[config.mk]
export PLATFORM = sky130hd
export DESIGN_NAME = blit_reg_front
export DESIGN_NICKNAME = d
export VERILOG_FILES = /design/src/rtl/blit_reg_pkg.sv /design/src/rtl/blit_reg_ctrl.sv /design/src/rtl/blit_reg_dpath.sv /design/src/rtl/blit_reg_front.sv
export SDC_FILE = /design/constraint.sdc
export NUM_CORES = 1
export LEC_CHECK = 0
export CAP_MARGIN = 20
export CORE_MARGIN = 4
export CORE_UTILIZATION = 40
export CTS_CLUSTER_SIZE = 16
export DETAILED_ROUTE_END_ITERATION = 6
export DONT_BUFFER_PORTS = 1
export GPL_TIMING_DRIVEN = 0
export PLACE_DENSITY = 0.63
export SLEW_MARGIN = 20
export SYNTH_ARGS = -nofsm -noshare
export SYNTH_HDL_FRONTEND = slang
export SYNTH_SLANG_ARGS = --single-unit
[constraint.sdc]
create_clock -name clk -period 2 [get_ports clk]
set_input_delay 0.3 -clock clk [delete_from_list [all_inputs] [get_ports clk]]
set_output_delay 0.3 -clock clk [all_outputs]
set_load 0.005 [all_outputs]
[src/rtl/blit_reg_pkg.sv]
package blit_reg_pkg;
  localparam int DATA_W   = 32;
  localparam int ADDR_W   = 12;
  localparam int REG_NUM  = 4;
  localparam int IDX_W    = $clog2(REG_NUM);
  localparam int OFF_LSB  = 2;
  localparam int PRIM_MSB = 7;
  localparam logic [ADDR_W-1:0] PRIM_END = 12'h0FF;
  localparam logic [ADDR_W-1:0] SRC_END  = 12'h3FF;
  localparam int SIZE_IDX = 3;

  // control -> datapath strobes
  typedef struct packed {
    logic             hostWr;
    logic [IDX_W-1:0] hostIdx;
    logic             cbWr;
    logic [IDX_W-1:0] cbIdx;
    logic             load;
    logic             rdHit;
    logic [IDX_W-1:0] rdIdx;
  } ctrlStrobe_t;

  typedef enum logic {ENG_IDLE = 1'b0, ENG_RUN = 1'b1} engState_e;

  // bits that have storage behind them
  function automatic logic [DATA_W-1:0] keepMask(input int idx);
    if (idx == SIZE_IDX) return 32'h0FFF_0FFF;
    return '1;
  endfunction
endpackage

[src/rtl/blit_reg_ctrl.sv]
module blit_reg_ctrl
  import blit_reg_pkg::*;
(
  input  logic              clk,
  input  logic              rstN,
  input  logic              busWrEn,
  input  logic              busRdEn,
  input  logic [ADDR_W-1:0] busAddr,
  input  logic [DATA_W-1:0] busWrData,
  input  logic              cbWrEn,
  input  logic [IDX_W-1:0]  cbIdx,
  input  logic              engStart,
  input  logic              engDone,
  output ctrlStrobe_t       strb,
  output logic              engBusy,
  output logic              srcChValid,
  output logic [DATA_W-1:0] srcChData,
  output logic              ch3Valid,
  output logic [DATA_W-1:0] ch3Data,
  output logic              wrOverrun
);
  localparam int SEL_W = PRIM_MSB - OFF_LSB + 1;

  engState_e        engState;
  logic             inPrim, inSrc, inCh3, regHit, hostWrReq, clash;
  logic [IDX_W-1:0] hostIdx;

  always_comb begin
    inPrim    = (busAddr <= PRIM_END);
    inSrc     = !inPrim && (busAddr <= SRC_END);
    inCh3     = (busAddr > SRC_END);
    regHit    = inPrim && (busAddr[PRIM_MSB:OFF_LSB] < SEL_W'(REG_NUM));
    hostIdx   = busAddr[OFF_LSB+IDX_W-1:OFF_LSB];
    hostWrReq = busWrEn && regHit;
    clash     = hostWrReq && cbWrEn && (hostIdx == cbIdx);

    strb.hostWr  = hostWrReq && !clash;
    strb.hostIdx = hostIdx;
    strb.cbWr    = cbWrEn;
    strb.cbIdx   = cbIdx;
    strb.load    = (engState == ENG_IDLE) && engStart;
    strb.rdHit   = busRdEn && regHit;
    strb.rdIdx   = hostIdx;
  end

  assign engBusy = (engState == ENG_RUN);

  always_ff @(posedge clk) begin
    if (!rstN) begin
      engState <= ENG_IDLE;
    end else begin
      case (engState)
        ENG_IDLE: if (engStart) engState <= ENG_RUN;
        ENG_RUN:  if (engDone)  engState <= ENG_IDLE;
        default:  engState <= ENG_IDLE;
      endcase
    end
  end

  always_ff @(posedge clk) begin
    if (!rstN) begin
      srcChValid <= 1'b0;
      ch3Valid   <= 1'b0;
      srcChData  <= '0;
      ch3Data    <= '0;
      wrOverrun  <= 1'b0;
    end else begin
      srcChValid <= busWrEn && inSrc;
      ch3Valid   <= busWrEn && inCh3;
      if (busWrEn && inSrc) srcChData <= busWrData;
      if (busWrEn && inCh3) ch3Data   <= busWrData;
      wrOverrun  <= clash;
    end
  end
endmodule

[src/rtl/blit_reg_dpath.sv]
module blit_reg_dpath
  import blit_reg_pkg::*;
(
  input  logic                            clk,
  input  logic                            rstN,
  input  ctrlStrobe_t                     strb,
  input  logic [DATA_W-1:0]               busWrData,
  input  logic [DATA_W-1:0]               cbWrData,
  output logic [DATA_W-1:0]               rdData,
  output logic [REG_NUM-1:0][DATA_W-1:0]  activeRegs
);
  logic [REG_NUM-1:0][DATA_W-1:0] stageRegs;

  for (genvar i = 0; i < REG_NUM; i++) begin : g_reg
    localparam logic [DATA_W-1:0] KEEP_M = keepMask(i);

    always_ff @(posedge clk) begin
      if (!rstN) begin
        stageRegs[i] <= '0;
      end else if (strb.cbWr && (strb.cbIdx == IDX_W'(i))) begin
        stageRegs[i] <= cbWrData & KEEP_M;
      end else if (strb.hostWr && (strb.hostIdx == IDX_W'(i))) begin
        stageRegs[i] <= busWrData & KEEP_M;
      end
    end

    always_ff @(posedge clk) begin
      if (!rstN)          activeRegs[i] <= '0;
      else if (strb.load) activeRegs[i] <= stageRegs[i];
    end
  end

  assign rdData = strb.rdHit ? stageRegs[strb.rdIdx] : '0;
endmodule

[src/rtl/blit_reg_front.sv]
module blit_reg_front
  import blit_reg_pkg::*;
(
  input  logic              clk,
  input  logic              rstN,
  input  logic              busWrEn,
  input  logic              busRdEn,
  input  logic [ADDR_W-1:0] busAddr,
  input  logic [DATA_W-1:0] busWrData,
  output logic [DATA_W-1:0] busRdData,
  input  logic              cbWrEn,
  input  logic [IDX_W-1:0]  cbIdx,
  input  logic [DATA_W-1:0] cbWrData,
  input  logic              engStart,
  input  logic              engDone,
  output logic              engBusy,
  output logic [DATA_W-1:0] actDstOffset,
  output logic [DATA_W-1:0] actSrcOffset,
  output logic [DATA_W-1:0] actStride,
  output logic [DATA_W-1:0] actSize,
  output logic              srcChValid,
  output logic [DATA_W-1:0] srcChData,
  output logic              ch3Valid,
  output logic [DATA_W-1:0] ch3Data,
  output logic              wrOverrun
);
  ctrlStrobe_t                    strb;
  logic [REG_NUM-1:0][DATA_W-1:0] activeRegs;

  blit_reg_ctrl ctrl_i (
    .clk(clk), .rstN(rstN),
    .busWrEn(busWrEn), .busRdEn(busRdEn), .busAddr(busAddr), .busWrData(busWrData),
    .cbWrEn(cbWrEn), .cbIdx(cbIdx),
    .engStart(engStart), .engDone(engDone),
    .strb(strb), .engBusy(engBusy),
    .srcChValid(srcChValid), .srcChData(srcChData),
    .ch3Valid(ch3Valid), .ch3Data(ch3Data),
    .wrOverrun(wrOverrun)
  );

  blit_reg_dpath dpath_i (
    .clk(clk), .rstN(rstN), .strb(strb),
    .busWrData(busWrData), .cbWrData(cbWrData),
    .rdData(busRdData), .activeRegs(activeRegs)
  );

  assign actDstOffset = activeRegs[0];
  assign actSrcOffset = activeRegs[1];
  assign actStride    = activeRegs[2];
  assign actSize      = activeRegs[3];
endmodule

-- Word-level counts from Yosys, hierarchy flattened
Index checks and enable logic that the tools add are counted.
- $lt $le $gt $ge: 5
- equal/unequal tests: 7
- multiplexer cells: 14
- bitwise operators: 1
- reductions and logical operators: 26
- operator list (kind ; count):
    2-to-1 mux 32 bit ; 8
    binary-select mux 32 bit (select 2 bit) ; 1
    2-to-1 mux 28 bit ; 2
    logical AND 1 bit ; 18
    greater-than comparator 12 x 10 -> 1 bit (second input constant) ; 1
    less-or-equal comparator 12 x 10 -> 1 bit (second input constant) ; 1
    less-or-equal comparator 12 x 8 -> 1 bit (second input constant) ; 1
    equality test 2 bit (second input constant) ; 4
    nonzero test 2 bit ; 4
    < comparator 6 x 3 -> 1 bit (second input constant) ; 1
    equality test 2 x 1 -> 1 bit (second input constant) ; 2
    zero test 2 bit ; 2
    < comparator 2 x 3 -> 1 bit (second input constant) ; 1
    equality test 2 bit ; 1
    zero test 1 bit ; 2
    2-to-1 mux 1 bit ; 2
    case mux 1 bit (2 select lines) ; 1
    NOT 1 bit ; 1
- bits in registers: 308
- input port bits: 85
- output and inout bits: 228
- logic and storage cells: 67

-- Logic depth before layout (Yosys ltp)
Gate-level depths: netlist (run 1).
- depth in word-level cells: 10
- depth in mapped cells: 8
- mapped depth without buffers: 4

-- Cells and area by module
From an unflattened synthesis (run 1), not the netlist that was laid out.
- cell total of the unflattened synthesis: 1462
- area total of the unflattened synthesis: 13286.5 sq um
- modules (own cells, without submodules) (module ; times used ; cells each ; area each (sq um) ; seq. area each (sq um)):
    blit_reg_dpath ; 1 ; 1156 ; 10597.7 ; 4804.6
    blit_reg_ctrl ; 1 ; 306 ; 2688.8 ; 1361.3

-- Worst setup path before layout (run 1)
OpenSTA, ideal clock, no wires.
- kind: input port to flip-flop
- start point: in busAddr[3]
- end point: reg dpath_i.stageRegs[33] (netlist name)
- library setup time: 72 ps
- arrival: 1731 ps
- data required time: 1928 ps
- setup slack: 198 ps
- stages on the path: 7
- buffers on the path: 3
- cells stage by stage: buf_4 -> xor2_1 -> or3_1 -> buf_2 -> a31oi_4 -> buf_6 -> mux2i_1
- word-level cells in the longest chain between the ends: 9
- elaborated cells on any way between the ends: 12
- those cells by class: 2 x order compare; 2 x eq/ne; 8 x reduce/logical
- ends and longest elaborated chain (item ; line ; source):
    start: declaration ; blit_reg_front.sv:8 ; input logic [ADDR_W-1:0] busAddr,
    less-or-equal comparator 12 x 8 -> 1 bit / < comparator 6 x 3 -> 1 bit (equally long branches) ; blit_reg_ctrl.sv:29, blit_reg_ctrl.sv:32 ;
    logical AND 1 bit ; blit_reg_ctrl.sv:32 ; regHit = inPrim && (busAddr[PRIM_MSB:OFF_LSB] < SEL_W'(REG_NUM));
    logical AND 1 bit ; blit_reg_ctrl.sv:34 ; hostWrReq = busWrEn && regHit;
    logical AND 1 bit (2 in series) ; blit_reg_ctrl.sv:35 ; clash = hostWrReq && cbWrEn && (hostIdx == cbIdx);
    zero test 1 bit ; blit_reg_ctrl.sv:37 ; strb.hostWr = hostWrReq && !clash;
    logical AND 1 bit ; blit_reg_ctrl.sv:37 ;
    logical AND 1 bit (*) ; blit_reg_dpath.sv:22 ; end else if (strb.hostWr && (strb.hostIdx == IDX_W'(i))) begin
    nonzero test 2 bit (no line) (*) ; -- ;
    end signal: indexed assignment ; blit_reg_dpath.sv:21 ; stageRegs[i] <= cbWrData & KEEP_M;
    end signal: indexed assignment ; blit_reg_dpath.sv:23 ; stageRegs[i] <= busWrData & KEEP_M;
    end: declaration ; blit_reg_dpath.sv:12 ; logic [REG_NUM-1:0][DATA_W-1:0] stageRegs;
Mark *: on every way between the ends. The rest lies on a longest branch, timed or not.
A chain may end at the register's enable or synchronous reset.

-- Worst setup path after layout (run 1)
- start point: in busAddr[2]
- end point: out busRdData[26]
- word-level cells in the longest chain between the ends: 4
- elaborated cells on any way between the ends: 7
- those cells by class: 2 x order compare; 3 x mux; 2 x reduce/logical
- ends and longest elaborated chain (item ; line ; source):
    less-or-equal comparator 12 x 8 -> 1 bit / < comparator 6 x 3 -> 1 bit (equally long branches) ; blit_reg_ctrl.sv:29, blit_reg_ctrl.sv:32 ;
    logical AND 1 bit ; blit_reg_ctrl.sv:32 ;
    logical AND 1 bit ; blit_reg_ctrl.sv:42 ; strb.rdHit = busRdEn && regHit;
    2-to-1 mux 32 bit (*) ; blit_reg_dpath.sv:33 ; assign rdData = strb.rdHit ? stageRegs[strb.rdIdx] : '0;
    end: declaration ; blit_reg_front.sv:10 ; output logic [DATA_W-1:0] busRdData,
Mark *: on every way between the ends. The rest lies on a longest branch, timed or not. The select of a mux whose other input is x is not followed.

==> results of run 1 <==
-- what timing repair did --
| action | in CTS | in global routing |
|---|---|---|
| endpoints found under the hold margin | 133 | 0 |
| resized for setup | 9 | 24 |
| buffers inserted | 1 | 0 |
| endpoints found under the setup margin | 131 | 74 |
| hold buffers | 58 | 0 |
| pin swaps | 1 | 0 |
-- Yosys cell counts (2+ instances only) --
library cell,number
o31ai_1,2
nand2_1,434
nand3b_1,3
nor2b_1,28
and2_1,3
a21boi_0,184
nor2_1,20
buf_4,11
a21oi_1,8
inv_1,2
mux2i_1,72
nand4_1,58
mux4_2,24
buf_6,6
xor2_1,2
o21ai_0,112
o211ai_1,64
clkbuf_1,124
dfxtp_1,308
nand2b_1,65
buf_2,15
a31oi_4,2
buf_1,8
a31oi_1,56
-- layout by cell type (no fill, tap or decap), types with 2 or more instances in the layout --
cell,synthesis,final
clkbuf_2,0,12
buf_6,6,6
o31ai_1,2,2
nand4_1,58,58
and2_1,3,3
a31oi_4,2,2
buf_2,15,16
inv_1,2,2
clkbuf_1,124,119
dfxtp_1,308,308
diode_2,0,2
mux2i_1,72,72
buf_4,11,12
a31oi_1,56,56
clkbuf_16,0,35
o211ai_1,64,64
dlygate4sd3_1,0,58
xor2_1,2,2
clkinv_2,0,3
nand3b_1,3,3
nor2_2,0,4
nor2b_2,0,2
mux4_2,24,24
nor2b_1,28,26
clkbuf_8,0,4
conb_1,1,8
nand2_1,434,434
o21ai_0,112,112
a21oi_1,8,8
bufinv_16,0,6
nand2b_1,65,65
nor2_1,20,16
a21boi_0,184,184
buf_1,8,7
-- path summary, 6_finish.rpt --
| kind | cells past startpoint | end | slack [ns] |
|---|---|---|---|
| setup / recovery | 4 | busRdData[26] | 0.05 |
| hold / removal | 2 | dpath_i.stageRegs[50] | 0.006 |
| setup reg to reg | 5 | dpath_i.activeRegs[100] | 0.12 |
| hold reg to reg | 2 | dpath_i.activeRegs[7] | 0.48 |
-- report_power, final --
part           switching, W  internal, W
Clock               0.00264      0.00413
Sequential         0.000228      0.00635
Combinational      0.000866     0.000499
-- cell type report --
class / count / area, sq um / area share, %
diodes: 2 / 5.00 / 0.0309
flip-flops and latches: 308 / 6170 / 38.1
clock inverters: 11 / 211 / 1.31
plain buffers: 164 / 741 / 4.58
repair buffers: 59 / 588 / 3.63
well taps: 448 / 561 / 3.46
multi-input cells: 1153 / 6950 / 42.9
inverters: 2 / 7.51 / 0.0464
clock buffers: 47 / 961 / 5.94
-- stage by stage --
stage          cell area [sq um]  hold slack (ns)  worst slack, ns  TNS [ns]
2_1_floorplan              13800            0.445            0.198         0
6_report                   16200          0.00642           0.0486         0
4_1_cts                    16200         0.000223          0.00438         0
3_3_place_gp               14400            0.448           -0.487    -43.99
3_5_place_dp               14400            0.454           -0.535    -48.78
5_1_grt                    16200          0.00900          0.00690         0
-- per-layer routing --
layer	global-route usage, %	up-vias
met3	13.4	156
met1	37.4	6053
li1	-	5824
met5	0	-
met4	10.0	10
met2	44.5	829
-- state kept, by name (all words and copies together), names as in the netlist --
| name | flops |
|---|---|
| dpath_i.stageRegs | 120 |
| ctrl_i.srcChValid | 1 |
| dpath_i.activeRegs | 120 |
| ctrl_i.ch3Data | 32 |
| ctrl_i.wrOverrun | 1 |
| ctrl_i.ch3Valid | 1 |
| ctrl_i.srcChData | 32 |
| ctrl_i.engBusy | 1 |
-- kinds of logic after synthesis --
kind of cell              Yosys count  synth area share [%]
and+or+nand+nor                   617                  19.8
AOI/OAI and AO/OA                 430                  20.9
DFF                               308                  44.7
buffers and inverters             166                  5.28
muxes                              96                  9.14
xor gates and xnor gates            2                 0.127
other                               1                0.0272
-- worst max-delay path, cell delays in order --
cell      delay [ns]
buf_2           0.23
clkbuf_1        0.55
mux4_2          0.40
nor2b_1         0.16
==> metrics.txt, run 1 <==
uppermost routed layer=met5; Post-synth ARST share=0%; met2 WL=24.6 mm; CTS Buffer Depth=3; final number of hold-violating endpoints=0; CTS buffer count=35; Tmin final=1.95 ns; total power=between 0.01 and 0.015 W; Fill cells=~3200; Util after Layout=around 48%; gr ovfl total=0; via count=approximately 13000; clock sink total=about 310; Hold/Removal Path Class=input port to register; # H-tree levels=2; worst skew pair latency=0.54 ns; Yosys top cell by area=dfxtp_1; fmax=512 MHz; RSZ-0062 raised after global routing=false; Synth top area share=between 40 and 50%; Residual DRC=0; CP required=roughly 1.7 ns; first-pass GRT wire length=84.8 mm; Placed Cells=2075; Met1 Wirelength=approximately 22 mm; Initial Util=slightly above 40%; Yosys warning count=0; area delta synth->final=17.4%; Port Buffers=0; worst path arrival time=1.65 ns; die height=between 150 and 200 um; Boundary Pins=about 310; antenna violations before repair=9; Non-Filler Instances=2194; Max-Cap Viols=0; beginning of the worst hold path=cbWrData[18]; largest net degree at the start of global routing=14; Critical Path Sink Type=output pin; Unique masters post-synth=33; Slew @ Worst Pin=just over 0.9 ns; Die Area=~38000 sq um; Clk pin slew, worst setup/hold paths=~0.06 ns; clk_skew=~0.027 ns; syn_area_per_cell=~8.5 sq um; Die X=roughly 190 um; Power Density=approximately 910 nW/um^2; 1st-iter DRT viols=between 1000 and 1500; HPWL Detailed=between 40 and 50 mm; routed len/inst=26.3 um; vias per inst=5.87; Clock Tree Root=clkbuf_16; period utilisation layout=a little over nine tenths; largest cells by area after synthesis=dfxtp_1, nand2_1, a21boi_0, mux2i_1, o21ai_0; register area share after synthesis=about 45%; Setup CP Type=input port to output pin; FF-to-FF Start=ctrl_i.engBusy; post-route ant nets=0; status=completed; routed wire length on met3=between 8 and 9 mm; Leakage Power=5.65 nW; Synth Cell Area=approximately 14000 sq um; core area=~34000 sq um; CTS tree=built; Final setup viols=0; Post-Syn Instances=1620; GRT Overall Usage=29.4%; max-slew violations=0; #FFs+latches synth=slightly above 300; Slew headroom=between 30 and 40%; worst vdd ir=about 0.00068 V; crit-path max FO=10; CP startpoint kind=input port; number of global-route vias before repair=approximately 13000; CP Launch Point=busAddr[2]; post-layout net count=1808; gpl congestion=about 0.92; Site Rows=67; fraction of layout cells with a size suffix above 1=between 7 and 8%; Pre-antenna DRT Iters=5; overall routed net length=about 58 mm; Synth Flop Type=dfxtp_1; EDFF count, synth=0
(Power assumes the default switching activity.)
==> inputs of run 2 (changes only) <==
--- a/config.mk
+++ b/config.mk
@@ -16,4 +16,5 @@
 export SLEW_MARGIN = 20
 export SYNTH_ARGS = -nofsm -noshare
 export SYNTH_HDL_FRONTEND = slang
+export SYNTH_HIERARCHICAL = 1
 export SYNTH_SLANG_ARGS = --single-unit
==> run 2 against run 1 <==
Net effect: non-clock buffer count down 24; clock skew is 0.019 ns lower; wire length down 13%; via count shrank 11%; synthesized cell count down 9.8%; synthesized area shrank 3.7%; fmax rose by 2.3%; worst setup slack better by 0.044 ns; global-route usage is 2.9 points lower; sequential power rose by 0.8%; worst hold slack improved by 0.0014 ns.
==> metrics.txt, run 2 <==
Boundary Pins=313; Port Buffers=0; CTS Buffer Depth=3; Hold Crit Depth=2; final number of hold-violating endpoints=0; EDFF count, synth=0; max-slew violations=0; Reg2Reg Depth=6; Clk pin slew, worst setup/hold paths=~0.060 ns; routed len/inst=~25 um; worst setup margin=roughly 0.09 ns; CP startpoint kind=register; Pre-antenna DRT Iters=7; # H-tree levels=2; dpl ws=-0.641 ns; status=completed; GRT Overall Usage=26.5%; crit-path max FO=10; Post-Syn Instances=between 1000 and 1500; Cell Area, Placed=roughly 14000 sq um; Synth Flop Type=dfxtp_1; Post-synth ARST share=0%; register area share after synthesis=46.4%; Critical Path Sink Type=register; fin area=approximately 16000 sq um; first-pass GRT wire length=between 70 and 80 mm; Leakage Power=about 5.7 nW; Residual DRC=0; CP max stage delay=~0.45 ns; Final setup viols=0; period utilisation layout=95.4%; Synth Cell Area=roughly 13000 sq um; FF+latch area=between 6000 and 7000 sq um; Yosys warning count=6; antenna violations before repair=0; CP required=roughly 2.4 ns; Slew @ Worst Pin=0.876 ns; most common cell after layout, fill and taps aside=nand2_1; #FFs+latches synth=~310; count leader, synth=nand2_1; critical-path cell list=nor2b_1, clkbuf_1, buf_2, buf_2, mux2i_1, nor2b_1; post-layout net count=approximately 1700; clk_skew=between 0.008 and 0.009 ns; Multi-input gate area=between 6000 and 7000 sq um; largest net degree at the start of global routing=14; most frequent cells in the layout=nand2_1, dfxtp_1, mux2i_1; biggest regs=dpath_i/activeRegs (120), dpath_i/stageRegs (120); top cells by count, synth=nand2_1, dfxtp_1, mux2i_1; Die Area=between 30000 and 40000 sq um; CTS tree=built; Unique masters post-synth=31; Power Density=932 nW/um^2; Tmin final=between 1.5 and 2 ns; R2R setup slack=a little over 0.09 ns; syn_area_per_cell=~9.1 sq um; Non-Filler Instances=about 2000; Yosys top cell by area=dfxtp_1; die height=190 um; vias per inst=roughly 5.6; 1st-iter DRT viols=roughly 1100; diode count=0; Clock Tree Root=clkbuf_16; clock sink total=308; post-route ant nets=0; Die X=between 150 and 200 um; gr ovfl total=0; core area=approximately 33000 sq um; gpl congestion=0.878; worst vdd ir=around 0.00047 V; Worst path slowest cell=buf_2; number of global-route vias before repair=about 11000; via count=between 10000 and 15000; HPWL Detailed=~36 mm; fraction of layout cells with a size suffix above 1=roughly 11%; Hold/Removal Path Class=input port to register; largest cells by area after synthesis=dfxtp_1, mux2i_1, nand2_1, nor2b_1, a31oi_1; Placed Cells=1911; Setup CP Type=register to register; fmax=roughly 520 MHz; Slew headroom=41.6%; Max-Cap Viols=0; area delta synth->final=18.3%; Initial Util=slightly above 40%; CTS buffer count=36; Fill cells=3099; worst path arrival time=around 2.3 ns; worst skew pair latency=0.52 ns; Synth top area share=a little under half; Site Rows=between 60 and 70; overall routed net length=between 50 and 60 mm; RSZ-0062 raised after global routing=false
run 2: final cells by class:
cell class / instances / area share [%]
Clock buffer: 49 / 6.75
Multi-Input combinational cell: 1023 / 40.8
Buffer: 138 / 4.90
Timing Repair Buffer: 61 / 3.87
Sequential cell: 308 / 39.2
Clock inverter: 13 / 0.963
Tap cell: 442 / 3.52
run 2: layer usage:
layer,global-route usage (%),routed length (um),share of wire [%]
met5,0,0,0
met4,9.61,1700,3.4
met3,8.15,5430,11
met2,41.9,22500,45
met1,34.5,20700,41
run 2: stage by stage:
stage          setup TNS (ns)  power, W  hold WS (ns)  util (%)
3_5_place_dp           -58.50   0.00782         0.441      42.5
4_1_cts                     0    0.0147       0.00147      48.1
6_report                    0    0.0146       0.00785      48.2
2_1_floorplan               0   0.00747         0.428         -
3_3_place_gp           -49.86   0.00779         0.438      42.5
5_1_grt                     0    0.0151       0.00375      48.2
run 2: final timing paths:
| path | startpoint | to |
|---|---|---|
| hold / removal | cbWrData[6] | dpath_i/stageRegs[70] |
| setup / recovery | ctrl_i/engBusy | dpath_i/activeRegs[16] |
| hold reg to reg | ctrl_i/ch3Data[10] | ctrl_i/ch3Data[10] |
| setup reg to reg | ctrl_i/engBusy | dpath_i/activeRegs[16] |
run 2: what timing repair did:
item / in CTS / in global routing
hold buffers: 60 / 0
setup buffers: 0 / 1
pin swaps: 0 / 1
hold endpoints to repair: 186 / 0
gates resized for setup: 5 / 8
setup endpoints to repair: 70 / 56
run 2: where the power goes:
part,internal (W),switching (W),leakage (nW)
Combinational,0.000547,0.000736,2.61
Clock,0.00410,0.00264,0.595
Sequential,0.00638,0.000246,2.51
Total,0.0110,0.00363,5.71
run 2: kinds of logic after synthesis:
logic type,Yosys count,synth area share [%]
xor+xnor,2,0.132
mux,184,16.1
compound gates,284,12.7
flops,308,46.4
simple gates,545,18.8
other cells,1,0.0282
buf+inv,138,5.75
run 2: worst max-delay path, delay by kind of cell, from the launching register on:
kind,cells,cell delay [ns]
DFF,1,0.34
and+or+nand+nor,2,0.19
muxes,1,0.28
buffers and inverters,3,0.97
